<file path="config.mk">
export PLATFORM = sky130hd
export DESIGN_NAME = srx_engine
export DESIGN_NICKNAME = d
export VERILOG_FILES = /design/src/rtl/srx_pkg.sv /design/src/rtl/srx_sync.sv /design/src/rtl/srx_bit_timer.sv /design/src/rtl/srx_frame_ctrl.sv /design/src/rtl/srx_engine.sv
export SDC_FILE = /design/constraint.sdc
export NUM_CORES = 1
export LEC_CHECK = 0
export BUFFER_PORTS_ARGS = -buffer_cell sky130_fd_sc_hd__buf_2
export CAP_MARGIN = 5
export CORE_ASPECT_RATIO = 0.5
export CORE_MARGIN = 2
export CORE_UTILIZATION = 50
export CTS_CLUSTER_DIAMETER = 120
export DETAILED_ROUTE_END_ITERATION = 8
export GPL_TIMING_DRIVEN = 1
export PLACE_DENSITY = 0.69
export SLEW_MARGIN = 20
export SYNTH_ARGS = -nofsm -noshare
export SYNTH_HDL_FRONTEND = slang
export SYNTH_HIERARCHICAL = 1
export SYNTH_SLANG_ARGS = --single-unit
</file>
<file path="constraint.sdc">
create_clock -name clk -period 2.7 [get_ports clk]
set_input_delay 0.54 -clock clk [delete_from_list [all_inputs] [get_ports clk]]
set_output_delay 0.54 -clock clk [all_outputs]
set_load 0.005 [all_outputs]
</file>
<file path="src/rtl/srx_pkg.sv">
package srx_pkg;

  localparam int unsigned SRX_DW = 8;

  typedef enum logic [2:0] {
    ST_RECOVER = 3'd0,
    ST_IDLE    = 3'd1,
    ST_START   = 3'd2,
    ST_DATA    = 3'd3,
    ST_PAR     = 3'd4,
    ST_STOP    = 3'd5
  } srx_state_e;

  // number of data bits for a 2-bit length code
  function automatic logic [3:0] word_bits(input logic [1:0] sel);
    return 4'd5 + {2'b00, sel};
  endfunction

  // bits arrive at the top of the shift register; move them down to bit 0
  function automatic logic [SRX_DW-1:0] align_word(input logic [SRX_DW-1:0] sr,
                                                   input logic [1:0]        sel);
    int unsigned sh;
    sh = SRX_DW - int'(word_bits(sel));
    return sr >> sh;
  endfunction

  // 1 when data plus parity bit do not give the requested sense
  function automatic logic parity_bad(input logic [SRX_DW-1:0] data,
                                      input logic              pbit,
                                      input logic              odd);
    return (^data) ^ pbit ^ odd;
  endfunction

  // whole frame low: data, parity (if present) and stop
  function automatic logic break_seen(input logic [SRX_DW-1:0] data,
                                      input logic              pe,
                                      input logic              pbit,
                                      input logic              stopb);
    return (data == '0) && !stopb && !(pe && pbit);
  endfunction

endpackage

</file>
<file path="src/rtl/srx_sync.sv">
module srx_sync #(
  parameter int unsigned STAGES = 2
) (
  input  logic clk,
  input  logic rst_n,
  input  logic din,
  output logic dout
);

  logic [STAGES-1:0] pipe;

  generate
    if (STAGES == 1) begin : g_one
      always_ff @(posedge clk or negedge rst_n) begin
        if (!rst_n) pipe <= '1;
        else        pipe <= din;
      end
    end else begin : g_many
      always_ff @(posedge clk or negedge rst_n) begin
        if (!rst_n) pipe <= '1;
        else        pipe <= {pipe[STAGES-2:0], din};
      end
    end
  endgenerate

  assign dout = pipe[STAGES-1];

endmodule

</file>
<file path="src/rtl/srx_bit_timer.sv">
module srx_bit_timer #(
  parameter int unsigned OVS = 16
) (
  input  logic clk,
  input  logic rst_n,
  input  logic tick,
  input  logic restart,
  input  logic active,
  input  logic half_sel,
  output logic sample_pt
);

  localparam int unsigned HALF = OVS / 2;
  localparam int unsigned CW   = $clog2(OVS);

  logic [CW-1:0] cnt;
  logic [CW-1:0] limit;

  assign limit     = half_sel ? CW'(HALF - 1) : CW'(OVS - 1);
  assign sample_pt = active && tick && (cnt == limit);

  always_ff @(posedge clk or negedge rst_n) begin
    if (!rst_n)              cnt <= '0;
    else if (restart)        cnt <= '0;
    else if (active && tick) cnt <= sample_pt ? '0 : cnt + CW'(1);
  end

  // during the start-bit window the count never passes the half-bit point
  a_r2_half_window: assert property (@(posedge clk) disable iff (!rst_n)
    (active && half_sel) |-> (cnt <= CW'(HALF - 1)));

endmodule

</file>
<file path="src/rtl/srx_frame_ctrl.sv">
module srx_frame_ctrl
  import srx_pkg::*;
(
  input  logic              clk,
  input  logic              rst_n,
  input  logic              tick,
  input  logic              line,
  input  logic [1:0]        wlen_sel,
  input  logic              par_en,
  input  logic              par_odd,
  input  logic              sample_pt,
  output logic              timer_restart,
  output logic              timer_active,
  output logic              timer_half,
  output logic              rx_valid,
  output logic [SRX_DW-1:0] rx_data,
  output logic              rx_perr,
  output logic              rx_ferr,
  output logic              rx_brk
);

  localparam int unsigned IW = $clog2(SRX_DW) + 1;

  srx_state_e state, state_nx;

  logic [1:0]        cfg_sel;
  logic              cfg_pe;
  logic              cfg_odd;
  logic [SRX_DW-1:0] shreg;
  logic [IW-1:0]     bit_idx;
  logic              par_bit;

  // named internal events
  logic start_det, start_ok, false_start, data_smp, last_data;
  logic par_smp, stop_done, line_back, busy;
  logic [SRX_DW-1:0] word_now;

  assign start_det   = (state == ST_IDLE) && tick && !line;
  assign start_ok    = (state == ST_START) && sample_pt && !line;
  assign false_start = (state == ST_START) && sample_pt && line;
  assign data_smp    = (state == ST_DATA) && sample_pt;
  assign last_data   = (4'(bit_idx) == (word_bits(cfg_sel) - 4'd1));
  assign par_smp     = (state == ST_PAR) && sample_pt;
  assign stop_done   = (state == ST_STOP) && sample_pt;
  assign line_back   = (state == ST_RECOVER) && tick && line;
  assign busy        = (state == ST_START) || (state == ST_DATA) ||
                       (state == ST_PAR)   || (state == ST_STOP);
  assign word_now    = align_word(shreg, cfg_sel);

  assign timer_restart = start_det;
  assign timer_active  = busy;
  assign timer_half    = (state == ST_START);

  always_comb begin
    state_nx = state;
    unique case (state)
      ST_RECOVER: if (line_back) state_nx = ST_IDLE;
      ST_IDLE:    if (start_det) state_nx = ST_START;
      ST_START: begin
        if (false_start)   state_nx = ST_IDLE;
        else if (start_ok) state_nx = ST_DATA;
      end
      ST_DATA:    if (data_smp && last_data) state_nx = cfg_pe ? ST_PAR : ST_STOP;
      ST_PAR:     if (par_smp) state_nx = ST_STOP;
      ST_STOP:    if (stop_done) state_nx = line ? ST_IDLE : ST_RECOVER;
      default:    state_nx = ST_RECOVER;
    endcase
  end

  always_ff @(posedge clk or negedge rst_n) begin
    if (!rst_n) begin
      state   <= ST_RECOVER;
      cfg_sel <= '0;
      cfg_pe  <= 1'b0;
      cfg_odd <= 1'b0;
      shreg   <= '0;
      bit_idx <= '0;
      par_bit <= 1'b0;
    end else begin
      state <= state_nx;
      if (start_det) begin
        cfg_sel <= wlen_sel;
        cfg_pe  <= par_en;
        cfg_odd <= par_odd;
        shreg   <= '0;
        bit_idx <= '0;
        par_bit <= 1'b0;
      end
      if (data_smp) begin
        shreg   <= {line, shreg[SRX_DW-1:1]};
        bit_idx <= bit_idx + IW'(1);
      end
      if (par_smp) par_bit <= line;
    end
  end

  always_ff @(posedge clk or negedge rst_n) begin
    if (!rst_n) begin
      rx_valid <= 1'b0;
      rx_data  <= '0;
      rx_perr  <= 1'b0;
      rx_ferr  <= 1'b0;
      rx_brk   <= 1'b0;
    end else begin
      rx_valid <= stop_done;
      if (stop_done) begin
        rx_data <= word_now;
        rx_ferr <= !line;
        rx_perr <= cfg_pe && parity_bad(word_now, par_bit, cfg_odd);
        rx_brk  <= break_seen(word_now, cfg_pe, par_bit, line);
      end
    end
  end

  // a character is announced for a single clock only
  a_r6_valid_single: assert property (@(posedge clk) disable iff (!rst_n)
    rx_valid |=> !rx_valid);

  // a rejected start goes back to idle and announces nothing
  a_r4_false_start_idle: assert property (@(posedge clk) disable iff (!rst_n)
    false_start |=> ((state == ST_IDLE) && !rx_valid));

  // the recovery wait holds until a high line is seen at a tick
  a_r9_recover_hold: assert property (@(posedge clk) disable iff (!rst_n)
    ((state == ST_RECOVER) && !(tick && line)) |=> (state == ST_RECOVER));

  // a break always comes with a framing error and a zero word
  a_r8_break_implies_frame: assert property (@(posedge clk) disable iff (!rst_n)
    (rx_valid && rx_brk) |-> (rx_ferr && (rx_data == '0)));

  // no parity error without a parity bit
  a_r5_no_perr_when_off: assert property (@(posedge clk) disable iff (!rst_n)
    (rx_valid && !cfg_pe) |-> !rx_perr);

  // the data bit index stays inside the selected word length
  a_r3_bit_index_range: assert property (@(posedge clk) disable iff (!rst_n)
    (state == ST_DATA) |-> (4'(bit_idx) < word_bits(cfg_sel)));

  // the captured configuration is frozen while a character is in flight
  a_r10_cfg_frozen: assert property (@(posedge clk) disable iff (!rst_n)
    busy |=> $stable({cfg_sel, cfg_pe, cfg_odd}));

endmodule

</file>
<file path="src/rtl/srx_engine.sv">
module srx_engine
  import srx_pkg::*;
#(
  parameter int unsigned OVS         = 16,
  parameter int unsigned SYNC_STAGES = 2
) (
  input  logic              clk,
  input  logic              rst_n,
  input  logic              sample_en,
  input  logic              rxd,
  input  logic [1:0]        wlen_sel,
  input  logic              par_en,
  input  logic              par_odd,
  output logic              rx_valid,
  output logic [SRX_DW-1:0] rx_data,
  output logic              rx_perr,
  output logic              rx_ferr,
  output logic              rx_brk
);

  logic line_s;
  logic t_restart, t_active, t_half, t_sample;

  srx_sync #(.STAGES(SYNC_STAGES)) u_sync (
    .clk  (clk),
    .rst_n(rst_n),
    .din  (rxd),
    .dout (line_s)
  );

  srx_bit_timer #(.OVS(OVS)) u_timer (
    .clk      (clk),
    .rst_n    (rst_n),
    .tick     (sample_en),
    .restart  (t_restart),
    .active   (t_active),
    .half_sel (t_half),
    .sample_pt(t_sample)
  );

  srx_frame_ctrl u_ctrl (
    .clk          (clk),
    .rst_n        (rst_n),
    .tick         (sample_en),
    .line         (line_s),
    .wlen_sel     (wlen_sel),
    .par_en       (par_en),
    .par_odd      (par_odd),
    .sample_pt    (t_sample),
    .timer_restart(t_restart),
    .timer_active (t_active),
    .timer_half   (t_half),
    .rx_valid     (rx_valid),
    .rx_data      (rx_data),
    .rx_perr      (rx_perr),
    .rx_ferr      (rx_ferr),
    .rx_brk       (rx_brk)
  );

endmodule

</file>
==> results of run 1 <==
logic make-up (layout without fill, tap and decap cells):
group           count (synthesis)  in the layout
simple gates                   57             57
compound gates                 47             47
flops                          38             38
mux                            16             16
buf+inv                        15             37
xor+xnor                       10             10
fa+ha+maj                       7              7
power groups by stage:
stage                     registers (mW)  logic, mW  clock network (mW)
after floorplan                    0.724      0.633                   0
after CTS                          0.793      0.672               0.478
final                              0.796      0.663               0.459
after global routing               0.814      0.745               0.504
after global placement             0.798      0.651                   0
after detailed placement           0.802      0.667                   0
layout by cell type, fill, tap and decap left out, types with 3 or more instances in the layout:
master and instances:
a21oi_1 7, a22o_1 10, buf_2 19, buf_4 4, clkbuf_8 5, dfrtp_1 36
ha_1 7, inv_1 6, mux2_2 10, mux2i_1 5, nand2_1 22, nand2b_1 5
nand3_1 8, nor2_1 4, nor2b_1 3, o21ai_0 16, xnor2_1 7, xor2_1 3
cell type report:
class / count / share of cell area [%]
clock buffers: 7 / 3.395
clock inverters: 1 / 1.336
inverters: 6 / 1.002
multi-input cells: 137 / 43.29
flip-flops and latches: 38 / 42.40
well taps: 54 / 3.005
repair buffers: 23 / 5.565
through the flow:
step / instance area, um2 / setup WS (ns)
floorplan: 2003 / 0.5501
global placement: 2142 / 0.3825
detailed placement: 2142 / 0.3339
CTS: 2248 / 0.3099
global route: 2248 / 0.1848
finish: 2248 / 0.3131
routing by layer:
layer,vias up,global-route usage [%],routed length [um]
met5,-,0,0
met4,0,6.618,4
met3,2,5.140,97
met2,16,26.98,1662
met1,673,23.14,1695
li1,721,-,-
state kept, by name (all words and copies together), names as in the netlist, 2 cells and up:
register,flops
u_ctrl/rx_data,8
u_ctrl/shreg,8
u_ctrl/bit_idx,4
u_timer/cnt,4
u_ctrl/state,3
u_ctrl/cfg_sel,2
u_sync/pipe,2
worst register-to-register path, cell delays in order (launching register included):
cell and delay (ns):
dfrtp_1 0.51, ha_1 0.41, nand4_1 0.16, nor2_1 0.05
buf_4 0.16, or3b_2 0.46, o221ai_1 0.08, o21bai_2 0.14
mux2_4 0.30
worst max path at each step:
| stage | start | endpoint | cells after the start |
|---|---|---|---|
| final | u_ctrl/state[1] | u_ctrl/state[0] | 8 |
| after detailed placement | u_ctrl/state[1] | u_ctrl/state[0] | 8 |
| after CTS | u_ctrl/state[1] | u_ctrl/state[0] | 8 |
| after global routing | u_ctrl/state[2] | u_ctrl/state[0] | 9 |
| after global placement | u_ctrl/state[1] | u_ctrl/state[0] | 8 |
| after floorplan | u_ctrl/state[2] | u_ctrl/state[0] | 9 |
==> results.yml, run 1 <==
power:
  internal_power_mw: 1.286
  powerDensity_mw_per_mm2: 852.8
  total_power_mw: 1.917
  sw_frac_of_total_pct: 32.94
  combPwrFrac_pct: 34.6
  power.clock.fraction_pct: 23.9
  total_leakage_power_nw: 1.068
  ir_worst_vdd_v: 0.0004044
  power_switching_uw: 631.5
  seqPwrFrac_pct: 41.5
timing:
  post-route-period-util_pct: 88.40
  setup_viol: 0
  hold_violations: 0
  clock_skew_ns: 0.004012
  hold-worst-slack_ns: 0.3406
  post-route-min-period_ns: 2.387
  rsz0062_at_grt: "no"
  setup_tns_ns: 0
  clock.fmax_mhz: 419.0
  slew_violations: 0
  relSlewSlack_pct: 46.42
  tightest_slew_ns: 0.8037
clocking:
  h-tree-depth: 2
  clockBufferDepth: 2
  cts_tree: "yes"
  cts_setup_buffers: 0
  hold_buffers: 0
  cts.sinks: 38
  clockRootBuffer: "clkbuf_8"
  path_clk_slew_ns: 0.07
  cts_resized: 0
  cts_made_buffers: 5
  clock_latency_ns: 0.28
floorplan:
  boundaryPins: 20
  die_w_um: 93.52
  die_area_mm2: 0.004559
  start_util_pct: 51.85
  core_area_mm2: 0.003864
  rows: 16
  die_h_um: 48.76
placed_design:
  io_buffers: 19
  gp_congestion: 0.8179
  dp_cells: 258
  post-dp-hpwl_um: 2509
logic_synthesis:
  synth.cell_area_mm2: 0.002003
  synth-edff-count: 0
  syn_nets: 205
  synth_cell_type_count: 48
  synth_simple_gate_area_share_pct: 15.24
  synth_top_area_share_pct: 44.97
  ys_warn_count: 6
  synth_ff_type: "dfrtp_1"
  netlist_instances: 190
  synthAdderAreaFrac_pct: 4.372
  netlist_top_cells_count: "dfrtp_1, nand2_1, o21ai_0, a22o_1, mux2_2"
  synth_mux_area_share_pct: 8.869
  yosys.area.top_type: "dfrtp_1"
  synth_top_cells_by_area: "dfrtp_1, mux2_2, a22o_1"
  yosysMostFrequentCell: "dfrtp_1"
  async_flop_share_pct: 100.0
  ys_seq_elements: 38
  synth_seq_area_share_pct: 47.60
  synth.avg_cell_area_um2: 10.54
  synth_xor_area_share_pct: 4.372
  synth_compound_area_share_pct: 15.74
  synth_top_family_by_area: "compound AO/OA/AOI/OAI gates"
critical_path:
  endpoint_kind: "flip-flop"
  worstRegToRegCells: 8
  reg2reg_from: "u_ctrl/state[1]"
  required_ns: 2.87
  critical_path_class: "reg -> reg"
  reg2reg_slack_ns: 0.31
  path_cells: "ha_1, nand4_1, nor2_1, buf_4, or3b_2, o221ai_1, o21bai_2, mux2_4"
  r2r-end: "u_ctrl/state[0]"
  cpMaxStageDelayCell: "dfrtp_1"
  crit_path_max_fanout: 14
  cpPeakStageDelay_ns: 0.51
  critPathLaunchType: "flip-flop"
  path_buf_inv: 1
  arrival_ns: 2.56
  cpLargestDelayFamily: "simple AND/OR/NAND/NOR gates"
detailed_routing:
  drc: 0
  num_vias: 1412
  avgRoutedWirePerCell_um: 13.01
  drtAntennaViolNets: 0
  dr.pass1.iters: 4
  viasPerCell: 5.308
  drt_iter0_markers: 51
  totalWireLength_um: 3460
finish:
  multi_input_area_um2: 973.4
  drive_gt1_share_pct: 23.11
  n_antenna_cell: 0
  final_cells: 266
  area_growth_pct: 12.24
  n_fill_cell: 333
  fin_nets: 226
  seq_area_um2: 953.4
  utilization_pct: 58.19
run:
  maxCapViolCount: 0
min_path:
  holdCritPathClass: "in -> async"
grt:
  grt_pass1_vias: 1385
  grt_max_degree: 39
  grt_use_total_pct: 17.39
  grt_overflow_total: 0
  antenna_found_initial: 0
  grt_pass1_wl_um: 6154
run_status:
  status: "completed"
No activity file was read; power rests on OpenSTA's default activity.
==> inputs of run 2 (changes only) <==
--- a/config.mk
+++ b/config.mk
@@ -17,5 +17,4 @@
 export SLEW_MARGIN = 20
 export SYNTH_ARGS = -nofsm -noshare
 export SYNTH_HDL_FRONTEND = slang
-export SYNTH_HIERARCHICAL = 1
 export SYNTH_SLANG_ARGS = --single-unit
==> results.yml, run 2 <==
grt:
  antenna_found_initial: 0
  grt_use_total_pct: 19.72
  grt_max_degree: 39
  grt_pass1_wl_um: 7596
  grt.met2_usage_pct: 32.18
  grt.busiest_layer: "met2"
  gr-usage-met1_pct: 26.47
  grt_pass1_vias: 1544
  grt_overflow_total: 0
  grtUsageMet3_pct: 5.710
logic_synthesis:
  yosys.area.top_type: "dfrtp_1"
  synth_ff_type: "dfrtp_1"
  synth.cell_area_mm2: 0.002176
  ys_warn_count: 0
  ys_seq_elements: 38
  async_flop_share_pct: 100.0
  netlist_instances: 219
  synth-edff-count: 0
  synth_seq_area_share_pct: 43.82
  yosysMostFrequentCell: "nand2_1"
  synth_top_area_share_pct: 41.40
  syn_nets: 236
  synth_top_cells_by_area: "dfrtp_1, nand2_1, ha_1"
  netlist_top_cells_count: "nand2_1, dfrtp_1, nand3_1, o21ai_0"
  synth_cell_type_count: 46
  synth.avg_cell_area_um2: 9.935
placed_design:
  post-dp-hpwl_um: 3045
  io_buffers: 19
  dp_slack_ns: 0.1850
  gp_congestion: 0.8113
finish:
  multi_input_area_mm2: 0.001120
  largestRegisters: "u_ctrl.rx_data x8, u_ctrl.shreg x8"
  area_growth_pct: 8.338
  mostFrequentLayoutCell: "nand2_1"
  seq_area_um2: 953.4
  n_antenna_cell: 0
  n_fill_cell: 385
  final_cell_mix: "nand2_1, dfrtp_1, nand3_1, buf_2, o21ai_0"
  fin_nets: 250
  drive_gt1_share_pct: 20.09
clocking:
  clockRootBuffer: "clkbuf_8"
  cts_made_buffers: 5
  cts.sinks: 38
  cts_setup_buffers: 0
  path_clk_slew_ns: 0.07
  clockBufferDepth: 2
  h-tree-depth: 2
  clock_latency_ns: 0.29
  cts_tree: "yes"
timing:
  slew_violations: 0
  tightest_slew_ns: 0.8594
  hold_violations: 0
  post-route-min-period_ns: 2.468
  setup_tns_ns: 0
  post-route-period-util_pct: 91.42
  clock_skew_ns: 0.002792
  rsz0062_at_grt: "no"
  clock.fmax_mhz: 405.1
  relSlewSlack_pct: 42.71
  hold-worst-slack_ns: 0.3364
  setup_viol: 0
  worst_slack_ns: 0.2317
floorplan:
  start_util_pct: 53.81
  die_area_mm2: 0.004927
  core_area_mm2: 0.004044
  boundaryPins: 20
  rows: 16
  die_h_um: 50.65
  die_w_um: 97.29
detailed_routing:
  totalWireLength_um: 4295
  num_vias: 1618
  drt_iter0_markers: 45
  drc: 0
  avgRoutedWirePerCell_um: 14.91
  dr.pass1.iters: 4
  drtAntennaViolNets: 0
  viasPerCell: 5.618
min_path:
  holdCritPathClass: "in -> reg"
  hold_depth: 1
critical_path:
  arrival_ns: 2.67
  crit_path_max_fanout: 9
  endpoint_kind: "flip-flop"
  worstRegToRegCells: 8
  critPathLaunchType: "flip-flop"
  critical_path_class: "reg -> reg"
  required_ns: 2.90
power:
  powerDensity_mw_per_mm2: 763.4
  ir_worst_vdd_v: 0.0004559
  total_leakage_power_nw: 1.090
  total_power_mw: 1.800
run:
  maxCapViolCount: 0
run_status:
  status: "completed"
[run 2: changes by cell type after synthesis, moves of 2 or more]
cell | previous run | this run
mux4_2 | 0 | 5
and2_1 | 0 | 2
o21ai_1 | 2 | 0
a22o_1 | 10 | 3
ha_1 | 7 | 9
nand2_1 | 22 | 52
nand3_1 | 8 | 19
mux2i_1 | 5 | 2
a31oi_1 | 0 | 2
mux2_2 | 10 | 1
buf_2 | 7 | 9
o221a_1 | 0 | 2
nand2b_1 | 5 | 1
[run 2: report_power, final]
part / total [mW] / switching [mW] / internal, mW
Combinational: 0.622 / 0.334 / 0.288
Sequential: 0.768 / 0.122 / 0.646
Clock: 0.409 / 0.203 / 0.206
[run 2: cells by family (layout without fill, tap and decap cells)]
kind of cell | after synthesis | in the layout | share of synthesized area, %
buffers and inverters | 19 | 34 | 4.830
adder cells (fa/ha/maj) | 9 | 9 | 5.175
XOR/XNOR | 11 | 11 | 5.291
flip-flops | 38 | 38 | 43.82
AO/OA/AOI/OAI | 38 | 38 | 11.10
AND/OR/NAND/NOR | 95 | 95 | 22.48
multiplexers | 9 | 9 | 7.303
[run 2: area by class of cell]
cell class	instances	area share [%]
Clock inverter	1	0.2123
Tap cell	54	2.866
Multi-Input combinational cell	162	47.51
Clock buffer	7	3.662
Inverter	6	0.9554
Sequential cell	38	40.45
Timing Repair Buffer	20	4.352
[run 2: worst paths after layout]
path                                    to               from  slack [ns]
max                         u_ctrl.rx_perr  u_ctrl.cfg_sel[1]        0.23
max in group asynchronous  u_ctrl.state[2]              rst_n        1.81
min in group asynchronous  u_ctrl.shreg[3]              rst_n        0.35
min reg2reg                 u_sync.pipe[1]     u_sync.pipe[0]        0.36
max reg2reg                 u_ctrl.rx_perr  u_ctrl.cfg_sel[1]        0.23
min                         u_sync.pipe[0]                rxd        0.34
[run 2: worst max-delay path: stages (launching register included)]
cell,delay (ns)
dfrtp_1,0.40
ha_2,0.47
mux4_2,0.53
nand2_1,0.12
ha_1,0.25
xnor2_1,0.17
xnor2_1,0.15
xnor2_1,0.10
o31ai_1,0.19
[run 2: routing by layer]
metal / up-vias / wire length, um / share of wire (%)
met5: - / 0 / 0
met4: 0 / 35 / 0.81
met3: 4 / 173 / 4.0
met2: 28 / 2014 / 47
met1: 800 / 2072 / 48
li1: 786 / - / -
[run 2: metrics by stage]
stage	cell area, um2	util (%)	std cells
final	2357	58.29	288
after global routing	2357	58.29	288
after CTS	2355	58.23	288
after global placement	2263	55.97	280
after detailed placement	2263	55.97	280
after floorplan	2176	-	219
[run 2: what timing repair did]
action | in CTS | in global routing
endpoints found under the setup margin | 0 | 1
resized for setup | 0 | 1
hold buffers | 0 | 0
==> inputs of run 3 (changes only) <==
--- a/config.mk
+++ b/config.mk
@@ -5,6 +5,7 @@
 export SDC_FILE = /design/constraint.sdc
 export NUM_CORES = 1
 export LEC_CHECK = 0
+export ABC_AREA = 1
 export BUFFER_PORTS_ARGS = -buffer_cell sky130_fd_sc_hd__buf_2
 export CAP_MARGIN = 5
 export CORE_ASPECT_RATIO = 0.5
@@ -14,6 +15,7 @@
 export DETAILED_ROUTE_END_ITERATION = 8
 export GPL_TIMING_DRIVEN = 1
 export PLACE_DENSITY = 0.69
+export REMOVE_ABC_BUFFERS = 1
 export SLEW_MARGIN = 20
 export SYNTH_ARGS = -nofsm -noshare
 export SYNTH_HDL_FRONTEND = slang
==> results.yml, run 3 <==
run_status:
  status: "completed"
min_path:
  holdCritPathClass: "in -> async"
clocking:
  clock_latency_ns: 0.29
  cts.sinks: 38
  cts_resized: 0
  cts_tree: "yes"
  hold_buffers: 0
  path_clk_slew_ns: 0.08
  h-tree-depth: 2
  clockBufferDepth: 2
  cts_made_buffers: 5
  clockRootBuffer: "clkbuf_8"
  cts_setup_buffers: 0
critical_path:
  endpoint_kind: "flip-flop"
  required_ns: 2.93
  arrival_ns: 2.68
  reg2reg_slack_ns: 0.25
  critPathLaunchType: "flip-flop"
  crit_path_max_fanout: 8
  critical_path_class: "reg -> reg"
finish:
  seq_area_um2: 953.4
  fin_nets: 289
  area_growth_pct: 10.25
  n_antenna_cell: 0
  mostFrequentLayoutCell: "nand2_1"
  multi_input_area_mm2: 0.001018
  n_fill_cell: 372
  drive_gt1_share_pct: 20.15
  largestRegisters: "u_ctrl.rx_data x8, u_ctrl.shreg x8"
  final_cell_mix: "nand2_1, dfrtp_1, inv_1, o21ai_0, buf_2"
logic_synthesis:
  synth_cell_type_count: 30
  synth.avg_cell_area_um2: 8.548
  synth_top_area_share_pct: 42.15
  yosysMostFrequentCell: "nand2_1"
  synth.cell_area_mm2: 0.002137
  synth_ff_type: "dfrtp_1"
  synth_top_cells_by_area: "dfrtp_1, nand2_1, ha_1"
  netlist_top_cells_count: "nand2_1, dfrtp_1, inv_1, o21ai_0, nand3_1"
  synth-edff-count: 0
  netlist_instances: 250
  ys_seq_elements: 38
  async_flop_share_pct: 100.0
  synth_seq_area_share_pct: 44.61
  yosys.area.top_type: "dfrtp_1"
  ys_warn_count: 0
timing:
  relSlewSlack_pct: 44.19
  slew_violations: 0
  hold_violations: 0
  clock.fmax_mhz: 407.7
  post-route-period-util_pct: 90.85
  post-route-min-period_ns: 2.453
  clock_skew_ns: 0.005377
  tightest_slew_ns: 0.8372
  setup_viol: 0
  rsz0062_at_grt: "no"
  hold-worst-slack_ns: 0.3347
  setup_tns_ns: 0
  worst_slack_ns: 0.2472
floorplan:
  die_w_um: 96.46
  boundaryPins: 20
  core_area_mm2: 0.004004
  rows: 16
  die_h_um: 50.23
  start_util_pct: 53.38
  die_area_mm2: 0.004845
grt:
  grt_overflow_total: 0
  grt_pass1_wl_um: 7624
  grt_max_degree: 39
  grt_use_total_pct: 20.51
  antenna_found_initial: 0
  grt_pass1_vias: 1682
detailed_routing:
  drtAntennaViolNets: 0
  dr.pass1.iters: 4
  drt_iter0_markers: 72
  totalWireLength_um: 4163
  viasPerCell: 5.235
  drc: 0
  avgRoutedWirePerCell_um: 12.73
  num_vias: 1712
placed_design:
  dp_slack_ns: 0.2861
  io_buffers: 19
  gp_congestion: 0.8570
  post-dp-hpwl_um: 3062
power:
  powerDensity_mw_per_mm2: 1198
  total_leakage_power_nw: 1.176
  ir_worst_vdd_v: 0.0004142
run:
  maxCapViolCount: 0
## run 3: changes by cell type after synthesis, moves of 4 or more
cell,delta
buf_2,-8
inv_1,+22
mux4_2,-5
nand2_1,+12
nand2_2,+4
nor2_1,+4
nor2b_1,-4
o21ai_0,+4
o21ai_1,+4
o21ai_2,+7
o22ai_1,+9
## run 3: metrics by stage
step | total power, mW | cells | util [%] | area [um2]
after floorplan | 2.050 | 245 | - | 2087
after global placement | 2.309 | 319 | 56.38 | 2257
after detailed placement | 2.373 | 319 | 56.38 | 2257
after CTS | 2.785 | 327 | 58.66 | 2349
after global routing | 3.100 | 327 | 58.84 | 2356
final | 2.823 | 327 | 58.84 | 2356
## run 3: per-layer routing
metal | GRT usage, % | routed length, um
met1 | 27.51 | 2025
met2 | 33.56 | 1948
met3 | 4.505 | 146
met4 | 5.869 | 43
met5 | 0 | 0
## run 3: critical path: stages (launching register included)
cell and delay, ns:
dfrtp_1 0.43, ha_1 0.35, inv_1 0.06, nand2_1 0.09, nand2_2 0.15, inv_1 0.11, a21oi_1 0.13, o21ai_0 0.14
ha_1 0.34, xnor2_2 0.15, xnor2_1 0.17, xor2_1 0.16, nand2_1 0.06, nand2_1 0.06
## run 3: cell families (layout without fill, tap and decap cells)
logic type,after synthesis,in the layout,synth area share (%)
adders and majority gates,9,9,5.269
muxes,1,1,0.4684
and+or+nand+nor,107,107,24.18
AOI/OAI and AO/OA,49,49,13.70
buffers and inverters,37,60,8.079
xor gates and xnor gates,9,9,3.689
DFF,38,38,44.61
## run 3: worst paths after layout
path | from | endpoint | cells past startpoint
max | u_ctrl.cfg_sel[0] | u_ctrl.rx_perr | 13
min | rst_n | u_timer.cnt[0] | 1
max reg2reg | u_ctrl.cfg_sel[0] | u_ctrl.rx_perr | 13
min reg2reg | u_sync.pipe[0] | u_sync.pipe[1] | 0
max in group asynchronous | rst_n | u_ctrl.rx_valid | 1
min in group clk | rxd | u_sync.pipe[0] | 1
## run 3: power breakdown
group	internal [mW]	switching (mW)
combinational	0.662	0.943
sequential	0.697	0.118
clock	0.206	0.197
total	1.57	1.26
## run 3: cell type report
| cell class | count | share of cell area, % |
|---|---|---|
| Clock buffer | 7 | 3.664 |
| Clock inverter | 1 | 0.2124 |
| Inverter | 32 | 5.204 |
| Multi-Input combinational cell | 175 | 43.23 |
| Sequential cell | 38 | 40.47 |
| Tap cell | 54 | 2.868 |
| Timing Repair Buffer | 20 | 4.355 |
